--- src/rtl/hist_mon_pkg.sv ---
package hist_mon_pkg;

  typedef enum logic [1:0] {
    KIND_RD_HIT  = 2'd0,
    KIND_RD_MISS = 2'd1,
    KIND_WR_HIT  = 2'd2,
    KIND_WR_MISS = 2'd3
  } evKind_e;

  // strobes from control to datapath
  typedef struct packed {
    logic countStatic;
    logic countHist;
    logic clearAll;
    logic readGate;
  } ctrlStrobe_t;

  localparam int REG_MODE       = 0;
  localparam int REG_HIST_BASE  = 1;
  localparam int REG_HIST_END   = 2;
  localparam int REG_HIST_MASK  = 3;
  localparam int REG_BIN_MULT   = 4;
  localparam int REG_CTR_FIRST  = 16;
  localparam int REG_CTR_STRIDE = 4;
  localparam int CTR_FLD_BASE   = 0;
  localparam int CTR_FLD_END    = 1;
  localparam int CTR_FLD_KIND   = 2;

endpackage

--- src/rtl/histMonSatCounter.sv ---
module histMonSatCounter #(
  parameter int CNT_W = 32
) (
  input  logic             clk,
  input  logic             rstN,
  input  logic             clr,
  input  logic             inc,
  output logic [CNT_W-1:0] cnt
);

  localparam logic [CNT_W-1:0] CNT_MAX = {CNT_W{1'b1}};

  always_ff @(posedge clk or negedge rstN) begin
    if (!rstN) begin
      cnt <= '0;
    end else if (clr) begin
      cnt <= '0;
    end else if (inc && (cnt != CNT_MAX)) begin
      cnt <= cnt + 1'b1;
    end
  end

endmodule

--- src/rtl/histMonCtrl.sv ---
module histMonCtrl
  import hist_mon_pkg::*;
#(
  parameter int ADDR_W  = 32,
  parameter int NUM_CTR = 4,
  parameter int MULT_W  = 8,
  parameter int CFG_AW  = 6
) (
  input  logic              clk,
  input  logic              rstN,
  input  logic              cfgWe,
  input  logic [CFG_AW-1:0] cfgAddr,
  input  logic [ADDR_W-1:0] cfgWData,
  input  logic              startCmd,
  input  logic              stopCmd,
  input  logic              clearCmd,
  input  logic              evValid,
  output logic              running,
  output ctrlStrobe_t       strobe,
  output logic              modeDyn,
  output logic [ADDR_W-1:0] histBase,
  output logic [ADDR_W-1:0] histEnd,
  output logic [3:0]        histMask,
  output logic [MULT_W-1:0] binMult,
  output logic [ADDR_W-1:0] ctrBase [NUM_CTR],
  output logic [ADDR_W-1:0] ctrEnd  [NUM_CTR],
  output logic [1:0]        ctrKind [NUM_CTR]
);

  logic cfgOpen;
  assign cfgOpen = cfgWe && !running;

  // run state: stop has priority over start
  always_ff @(posedge clk or negedge rstN) begin
    if (!rstN) begin
      running <= 1'b0;
    end else if (stopCmd) begin
      running <= 1'b0;
    end else if (startCmd) begin
      running <= 1'b1;
    end
  end

  // global configuration registers
  always_ff @(posedge clk or negedge rstN) begin
    if (!rstN) begin
      modeDyn  <= 1'b0;
      histBase <= '0;
      histEnd  <= '0;
      histMask <= '0;
      binMult  <= MULT_W'(1);
    end else if (cfgOpen) begin
      if (cfgAddr == CFG_AW'(REG_MODE))      modeDyn  <= cfgWData[0];
      if (cfgAddr == CFG_AW'(REG_HIST_BASE)) histBase <= cfgWData;
      if (cfgAddr == CFG_AW'(REG_HIST_END))  histEnd  <= cfgWData;
      if (cfgAddr == CFG_AW'(REG_HIST_MASK)) histMask <= cfgWData[3:0];
      if (cfgAddr == CFG_AW'(REG_BIN_MULT))  binMult  <= cfgWData[MULT_W-1:0];
    end
  end

  // per-counter window registers
  for (genvar i = 0; i < NUM_CTR; i++) begin : g_ctrCfg
    localparam int REG_B = REG_CTR_FIRST + REG_CTR_STRIDE * i;
    always_ff @(posedge clk or negedge rstN) begin
      if (!rstN) begin
        ctrBase[i] <= '0;
        ctrEnd[i]  <= '0;
        ctrKind[i] <= '0;
      end else if (cfgOpen) begin
        if (cfgAddr == CFG_AW'(REG_B + CTR_FLD_BASE)) ctrBase[i] <= cfgWData;
        if (cfgAddr == CFG_AW'(REG_B + CTR_FLD_END))  ctrEnd[i]  <= cfgWData;
        if (cfgAddr == CFG_AW'(REG_B + CTR_FLD_KIND)) ctrKind[i] <= cfgWData[1:0];
      end
    end
  end

  always_comb begin
    strobe.clearAll    = clearCmd;
    strobe.countStatic = running && evValid && !modeDyn && !clearCmd;
    strobe.countHist   = running && evValid &&  modeDyn && !clearCmd;
    strobe.readGate    = running;
  end

endmodule

--- src/rtl/histMonDatapath.sv ---
module histMonDatapath
  import hist_mon_pkg::*;
#(
  parameter int ADDR_W     = 32,
  parameter int NUM_CTR    = 4,
  parameter int NUM_BINS   = 32,
  parameter int CNT_W      = 32,
  parameter int LINE_BYTES = 64,
  parameter int MULT_W     = 8,
  parameter int IDX_W      = 5
) (
  input  logic              clk,
  input  logic              rstN,
  input  ctrlStrobe_t       strobe,
  input  logic [ADDR_W-1:0] evAddr,
  input  logic              evWrite,
  input  logic              evMiss,
  input  logic [ADDR_W-1:0] histBase,
  input  logic [ADDR_W-1:0] histEnd,
  input  logic [3:0]        histMask,
  input  logic [MULT_W-1:0] binMult,
  input  logic [ADDR_W-1:0] ctrBase [NUM_CTR],
  input  logic [ADDR_W-1:0] ctrEnd  [NUM_CTR],
  input  logic [1:0]        ctrKind [NUM_CTR],
  input  logic              rdBank,
  input  logic [IDX_W-1:0]  rdIdx,
  output logic [CNT_W-1:0]  rdData
);

  localparam int LINE_SH = $clog2(LINE_BYTES);

  evKind_e          evKind;
  logic [ADDR_W-1:0] offset;
  logic [ADDR_W-1:0] lineIdx;
  logic [ADDR_W-1:0] multWide;
  logic [ADDR_W-1:0] binWide;
  logic              histHit;
  logic [CNT_W-1:0]  ctrCnt  [NUM_CTR];
  logic [CNT_W-1:0]  binCnt  [NUM_BINS];
  logic [CNT_W-1:0]  readSel;

  assign evKind = evKind_e'({evWrite, evMiss});

  // bin index: line offset divided by the line multiple (0 acts as 1)
  always_comb begin
    offset   = evAddr - histBase;
    lineIdx  = offset >> LINE_SH;
    multWide = (binMult == '0) ? ADDR_W'(1) : ADDR_W'(binMult);
    binWide  = lineIdx / multWide;
    histHit  = (evAddr >= histBase) && (evAddr < histEnd)
            && (binWide < ADDR_W'(NUM_BINS)) && histMask[evKind];
  end

  for (genvar i = 0; i < NUM_CTR; i++) begin : g_rangeCtr
    logic hit;
    assign hit = strobe.countStatic && (evAddr >= ctrBase[i])
              && (evAddr < ctrEnd[i]) && (evKind == evKind_e'(ctrKind[i]));
    histMonSatCounter #(.CNT_W(CNT_W)) u_cnt (
      .clk (clk),
      .rstN(rstN),
      .clr (strobe.clearAll),
      .inc (hit),
      .cnt (ctrCnt[i])
    );
  end

  for (genvar b = 0; b < NUM_BINS; b++) begin : g_bin
    logic hit;
    assign hit = strobe.countHist && histHit && (binWide == ADDR_W'(b));
    histMonSatCounter #(.CNT_W(CNT_W)) u_cnt (
      .clk (clk),
      .rstN(rstN),
      .clr (strobe.clearAll),
      .inc (hit),
      .cnt (binCnt[b])
    );
  end

  always_comb begin
    readSel = '0;
    if (rdBank) begin
      for (int b = 0; b < NUM_BINS; b++) begin
        if (rdIdx == IDX_W'(b)) readSel = binCnt[b];
      end
    end else begin
      for (int i = 0; i < NUM_CTR; i++) begin
        if (rdIdx == IDX_W'(i)) readSel = ctrCnt[i];
      end
    end
  end

  always_ff @(posedge clk or negedge rstN) begin
    if (!rstN) begin
      rdData <= '0;
    end else begin
      rdData <= strobe.readGate ? '0 : readSel;
    end
  end

endmodule

--- src/rtl/memEventHistMon.sv ---
module memEventHistMon
  import hist_mon_pkg::*;
#(
  parameter int ADDR_W     = 32,
  parameter int NUM_CTR    = 4,
  parameter int NUM_BINS   = 32,
  parameter int CNT_W      = 32,
  parameter int LINE_BYTES = 64,
  parameter int MULT_W     = 8,
  parameter int CFG_AW     = 6,
  localparam int IDX_W     = $clog2((NUM_BINS > NUM_CTR) ? NUM_BINS : NUM_CTR)
) (
  input  logic              clk,
  input  logic              rstN,
  input  logic              cfgWe,
  input  logic [CFG_AW-1:0] cfgAddr,
  input  logic [ADDR_W-1:0] cfgWData,
  input  logic              startCmd,
  input  logic              stopCmd,
  input  logic              clearCmd,
  input  logic              evValid,
  input  logic [ADDR_W-1:0] evAddr,
  input  logic              evWrite,
  input  logic              evMiss,
  input  logic              rdBank,
  input  logic [IDX_W-1:0]  rdIdx,
  output logic [CNT_W-1:0]  rdData,
  output logic              running
);

  ctrlStrobe_t       strobe;
  logic              modeDyn;
  logic [ADDR_W-1:0] histBase;
  logic [ADDR_W-1:0] histEnd;
  logic [3:0]        histMask;
  logic [MULT_W-1:0] binMult;
  logic [ADDR_W-1:0] ctrBase [NUM_CTR];
  logic [ADDR_W-1:0] ctrEnd  [NUM_CTR];
  logic [1:0]        ctrKind [NUM_CTR];

  histMonCtrl #(
    .ADDR_W (ADDR_W),
    .NUM_CTR(NUM_CTR),
    .MULT_W (MULT_W),
    .CFG_AW (CFG_AW)
  ) u_ctrl (
    .clk     (clk),
    .rstN    (rstN),
    .cfgWe   (cfgWe),
    .cfgAddr (cfgAddr),
    .cfgWData(cfgWData),
    .startCmd(startCmd),
    .stopCmd (stopCmd),
    .clearCmd(clearCmd),
    .evValid (evValid),
    .running (running),
    .strobe  (strobe),
    .modeDyn (modeDyn),
    .histBase(histBase),
    .histEnd (histEnd),
    .histMask(histMask),
    .binMult (binMult),
    .ctrBase (ctrBase),
    .ctrEnd  (ctrEnd),
    .ctrKind (ctrKind)
  );

  histMonDatapath #(
    .ADDR_W    (ADDR_W),
    .NUM_CTR   (NUM_CTR),
    .NUM_BINS  (NUM_BINS),
    .CNT_W     (CNT_W),
    .LINE_BYTES(LINE_BYTES),
    .MULT_W    (MULT_W),
    .IDX_W     (IDX_W)
  ) u_dp (
    .clk     (clk),
    .rstN    (rstN),
    .strobe  (strobe),
    .evAddr  (evAddr),
    .evWrite (evWrite),
    .evMiss  (evMiss),
    .histBase(histBase),
    .histEnd (histEnd),
    .histMask(histMask),
    .binMult (binMult),
    .ctrBase (ctrBase),
    .ctrEnd  (ctrEnd),
    .ctrKind (ctrKind),
    .rdBank  (rdBank),
    .rdIdx   (rdIdx),
    .rdData  (rdData)
  );

endmodule

--- config.mk ---
export PLATFORM = sky130hd
export DESIGN_NAME = memEventHistMon
export DESIGN_NICKNAME = d
export VERILOG_FILES = /design/src/rtl/hist_mon_pkg.sv /design/src/rtl/histMonSatCounter.sv /design/src/rtl/histMonCtrl.sv /design/src/rtl/histMonDatapath.sv /design/src/rtl/memEventHistMon.sv
export SDC_FILE = /design/constraint.sdc
export NUM_CORES = 2
export LEC_CHECK = 0
export BUFFER_PORTS_ARGS = -buffer_cell sky130_fd_sc_hd__buf_2
export CORE_MARGIN = 5
export CORE_UTILIZATION = 45
export DETAILED_ROUTE_END_ITERATION = 12
export SLEW_MARGIN = 25
export SYNTH_ARGS = -nofsm -noshare
export SYNTH_HDL_FRONTEND = slang
export SYNTH_HIERARCHICAL = 1
export SYNTH_SLANG_ARGS = --single-unit
--- constraint.sdc ---
create_clock -name clk -period 175.4 [get_ports clk]
set_input_delay 8.77 -clock clk [delete_from_list [all_inputs] [get_ports clk]]
set_output_delay 8.77 -clock clk [all_outputs]
set_load 0.05 [all_outputs]
==> summary.md <==
| Metric | Value |
|---|---|
| Router iterations before antenna repair | `10` |
| Die area | `0.2681 mm2` |
| CP Capture Point | `u_dp/g_bin[12].u_cnt/cnt[29]` |
| FF-to-FF path depth | `between 300 and 400` |
| Post-CTS Resized | `0` |
| Worst r2r src | `u_ctrl/binMult[5]` |
| Slew @ Worst Pin | `1276 ps` |
| Reg clk slew, reported paths | `60 ps` |
| Die Wd | `517.7 um` |
| Post-Route WL | `465800 um` |
| TritonCTS clock tree | `built` |
| Final period utilization | `57.78%` |
| R2R Setup Slk | `77010 ps` |
| Initial core utilization | `45.19%` |
| Finished Layout Cells | `16498` |
| Max Used Layer | `met5` |
| Kind of start point of the critical path | `input port` |
| Prevailing post-synth register cell | `dfrtp_1` |
| Detail Route met3 WL | `46950 um` |
| CP required | `176110 ps` |
| CTS Root Cell | `clkbuf_16` |
| RSZ-0062 raised after global routing | `false` |
| Asr flop ratio synth | `100.0%` |
| Post-cts hold buffer count | `0` |
| H-tree levels | `4` |
| Setup Viol. Count Final | `0` |
| Placed insts | `16142` |
| Count of cell types in the netlist | `147` |
| Largest net degree at the start of global routing | `207` |
| Port bufs | `117` |
| FMAX | `0.009868 GHz` |
| Final setup margin | `74060 ps` |
| Worst min path class | `reg2reg` |
| Post-DP HPWL | `356300 um` |
| GRT Util Overall | `33.21%` |
| Proportion of layout cells with a drive suffix above 1 | `approximately an eighth` |
| Gr ovfl total | `0` |
| Worst path slowest cell | `nor3_2` |
| Initial antenna violation count | `54` |
| Skew-Pair Late Insertion Delay | `920 ps` |
| Synth Warn # | `6` |
| Reg-to-reg endpoint | `u_dp/g_bin[12].u_cnt/cnt[29]` |
| Mean Syn Cell Area | `8.884 um2` |
| Synth Instances | `13059` |
| Post-route setup TNS | `0 ps` |
| Outcome | `finished, final reports clean` |
| CORE AREA | `0.2567 mm2` |
| Relative slew slack | `~14%` |
| Number of flops mapped to enable cells by yosys | `0` |
| Via count | `108231` |
| DR DRC count | `0` |
| Final net count | `13617` |
| Antenna Violating Nets Remaining | `0` |
| Layout Skew | `118.9 ps` |
| Num Clock Sinks | `between 1500 and 2000` |
| Critical Path Most Common Cell | `o21a_1` |
| # rows | `186` |
| CP startpoint | `evAddr[1]` |
| Wire length on met2 | `192000 um` |
| Critical path class | `in2reg` |
| Pre-CTS setup slack | `74630 ps` |
| Post-CTS setup buffer count | `0` |
| Cell area after synthesis | `0.1160 mm2` |
| I/O Pins | `118` |
| First-pass GRT wire length | `a little under 700000 um` |
| CP peak stage delay | `a little over 800 ps` |
| Count of final hold-check violations | `0` |
| Critical Path End Type | `register` |
| Crit path DAT | `~100000 ps` |
| Register bit total from synthesis | `1526` |
| Met1 WL | `195300 um` |
| Seq/Total Area, Yosys | `32.92%` |
| Fin util | `between 40 and 50%` |
| CP Max Fanout | `24` |
| Area Growth Syn to Fin | `8.819%` |
| Initial DRC count | `12742` |
| Vias in the first global route | `between 100k and 150k` |
| Fin crit period | `101340 ps` |
| MaxCap Viol Count | `0` |
| Vias/cell | `6.560` |
| Slew Limit Fails | `0` |
| Clk buf depth | `4` |
| DIE HEIGHT | `517.7 um` |
| Num CTS Buffers | `about 190` |
| Wire per inst | `28.23 um` |
| GP Congestion | `1.072` |
==> registers in the layout (all words and copies together), names as in the netlist <==
register / count
u_ctrl/binMult: 8
u_ctrl/ctrBase: 128
u_ctrl/ctrEnd: 128
u_ctrl/ctrKind: 8
u_ctrl/histBase: 32
u_ctrl/histEnd: 32
u_ctrl/histMask: 4
u_ctrl/modeDyn: 1
u_ctrl/running: 1
u_dp/g_bin.u_cnt/cnt: 1024
u_dp/g_rangeCtr.u_cnt/cnt: 128
u_dp/rdData: 32
==> metal layers <==
| metal | GRT usage [%] | vias to the layer above |
|---|---|---|
| met4 | 19.11 | 22 |
| met5 | 0 | - |
| met3 | 9.083 | 1096 |
| li1 | - | 48538 |
| met1 | 44.97 | 53577 |
| met2 | 47.52 | 4998 |
==> stage by stage <==
step | area [um2] | hold slack, ps
finish | 126200 | 492.7
global placement | 119600 | 471.5
detailed placement | 119600 | 481.6
global route | 126200 | 509.6
floorplan | 116000 | 458.1
CTS | 126100 | 494.0
==> cell usage in the layout, fill, tap and decap left out, types with 359 or more instances in the layout <==
cell	instances
a21oi_1	733
nand2_1	720
inv_1	631
nor3_1	365
dfrtp_1	1524
nand3_1	559
ha_1	579
mux2_2	563
nand4_1	359
xnor2_1	470
nor2_1	1315
==> logic make-up after synthesis <==
family | share of synthesized area (%)
AOI/OAI and AO/OA | 19.03
xor gates and xnor gates | 4.760
adders and majority gates | 6.271
buffers and inverters | 4.160
DFF | 32.92
muxes | 6.903
other | 0.003232
and+or+nand+nor | 25.96
==> synthesized netlist by cell type (135+ instances only) <==
library cell,n,share of area [%]
nor4_1,179,0.97
xnor2_1,470,3.5
a21oi_1,733,3.2
xor2_1,156,1.2
and2_1,155,0.84
or3_1,232,1.3
a21o_1,204,1.3
clkbuf_1,323,1.0
a22o_1,148,1.1
a221oi_1,156,1.2
ha_1,579,6.2
o21ai_0,349,1.5
mux2_2,563,5.5
nor2b_1,306,1.7
and3_1,283,1.5
nand3_1,559,2.4
nor3_1,367,1.6
nor2_1,1346,4.4
inv_1,631,2.0
a211oi_1,227,1.5
nand2_1,720,2.3
dfrtp_1,1525,33
nand4_1,359,1.9
a22oi_1,135,0.87
o21a_1,160,1.0
o31ai_1,184,1.2
nand2b_1,178,0.96
==> critical path, delay by kind of cell <==
family | cells | cell delay, ps
compound gates | 207 | 48450
xor+xnor | 1 | 310
fa+ha+maj | 27 | 8480
buf+inv | 18 | 2180
mux | 7 | 2690
simple gates | 112 | 30840
==> layout make-up <==
class	instances	area, um2
antenna	20	50.05
clock buffer	261	5431
clock inverter	69	1010
fill	24126	130500
inverter	632	2372
multi-input combinational	10363	73200
sequential	1526	38190
tap	3384	4234
timing repair buffer	243	1755
==> worst min path at each step <==
| stage | cells after the start | slack, ps | startpoint | endpoint |
|---|---|---|---|---|
| finish | 1 | 490 | u_ctrl/ctrBase[97] | u_ctrl/ctrBase[97] |
| global route | 1 | 510 | u_ctrl/ctrBase[124] | u_ctrl/ctrBase[124] |
| CTS | 1 | 490 | u_ctrl/ctrBase[97] | u_ctrl/ctrBase[97] |
| detailed placement | 1 | 480 | u_ctrl/ctrBase[97] | u_ctrl/ctrBase[97] |
| global placement | 1 | 470 | u_ctrl/ctrEnd[6] | u_ctrl/ctrEnd[6] |
| floorplan | 1 | 460 | u_ctrl/ctrEnd[6] | u_ctrl/ctrEnd[6] |
Power is left out: the tool's default activity adds up to more than one toggle a clock period on the data nets, which glitch-free logic cannot reach.
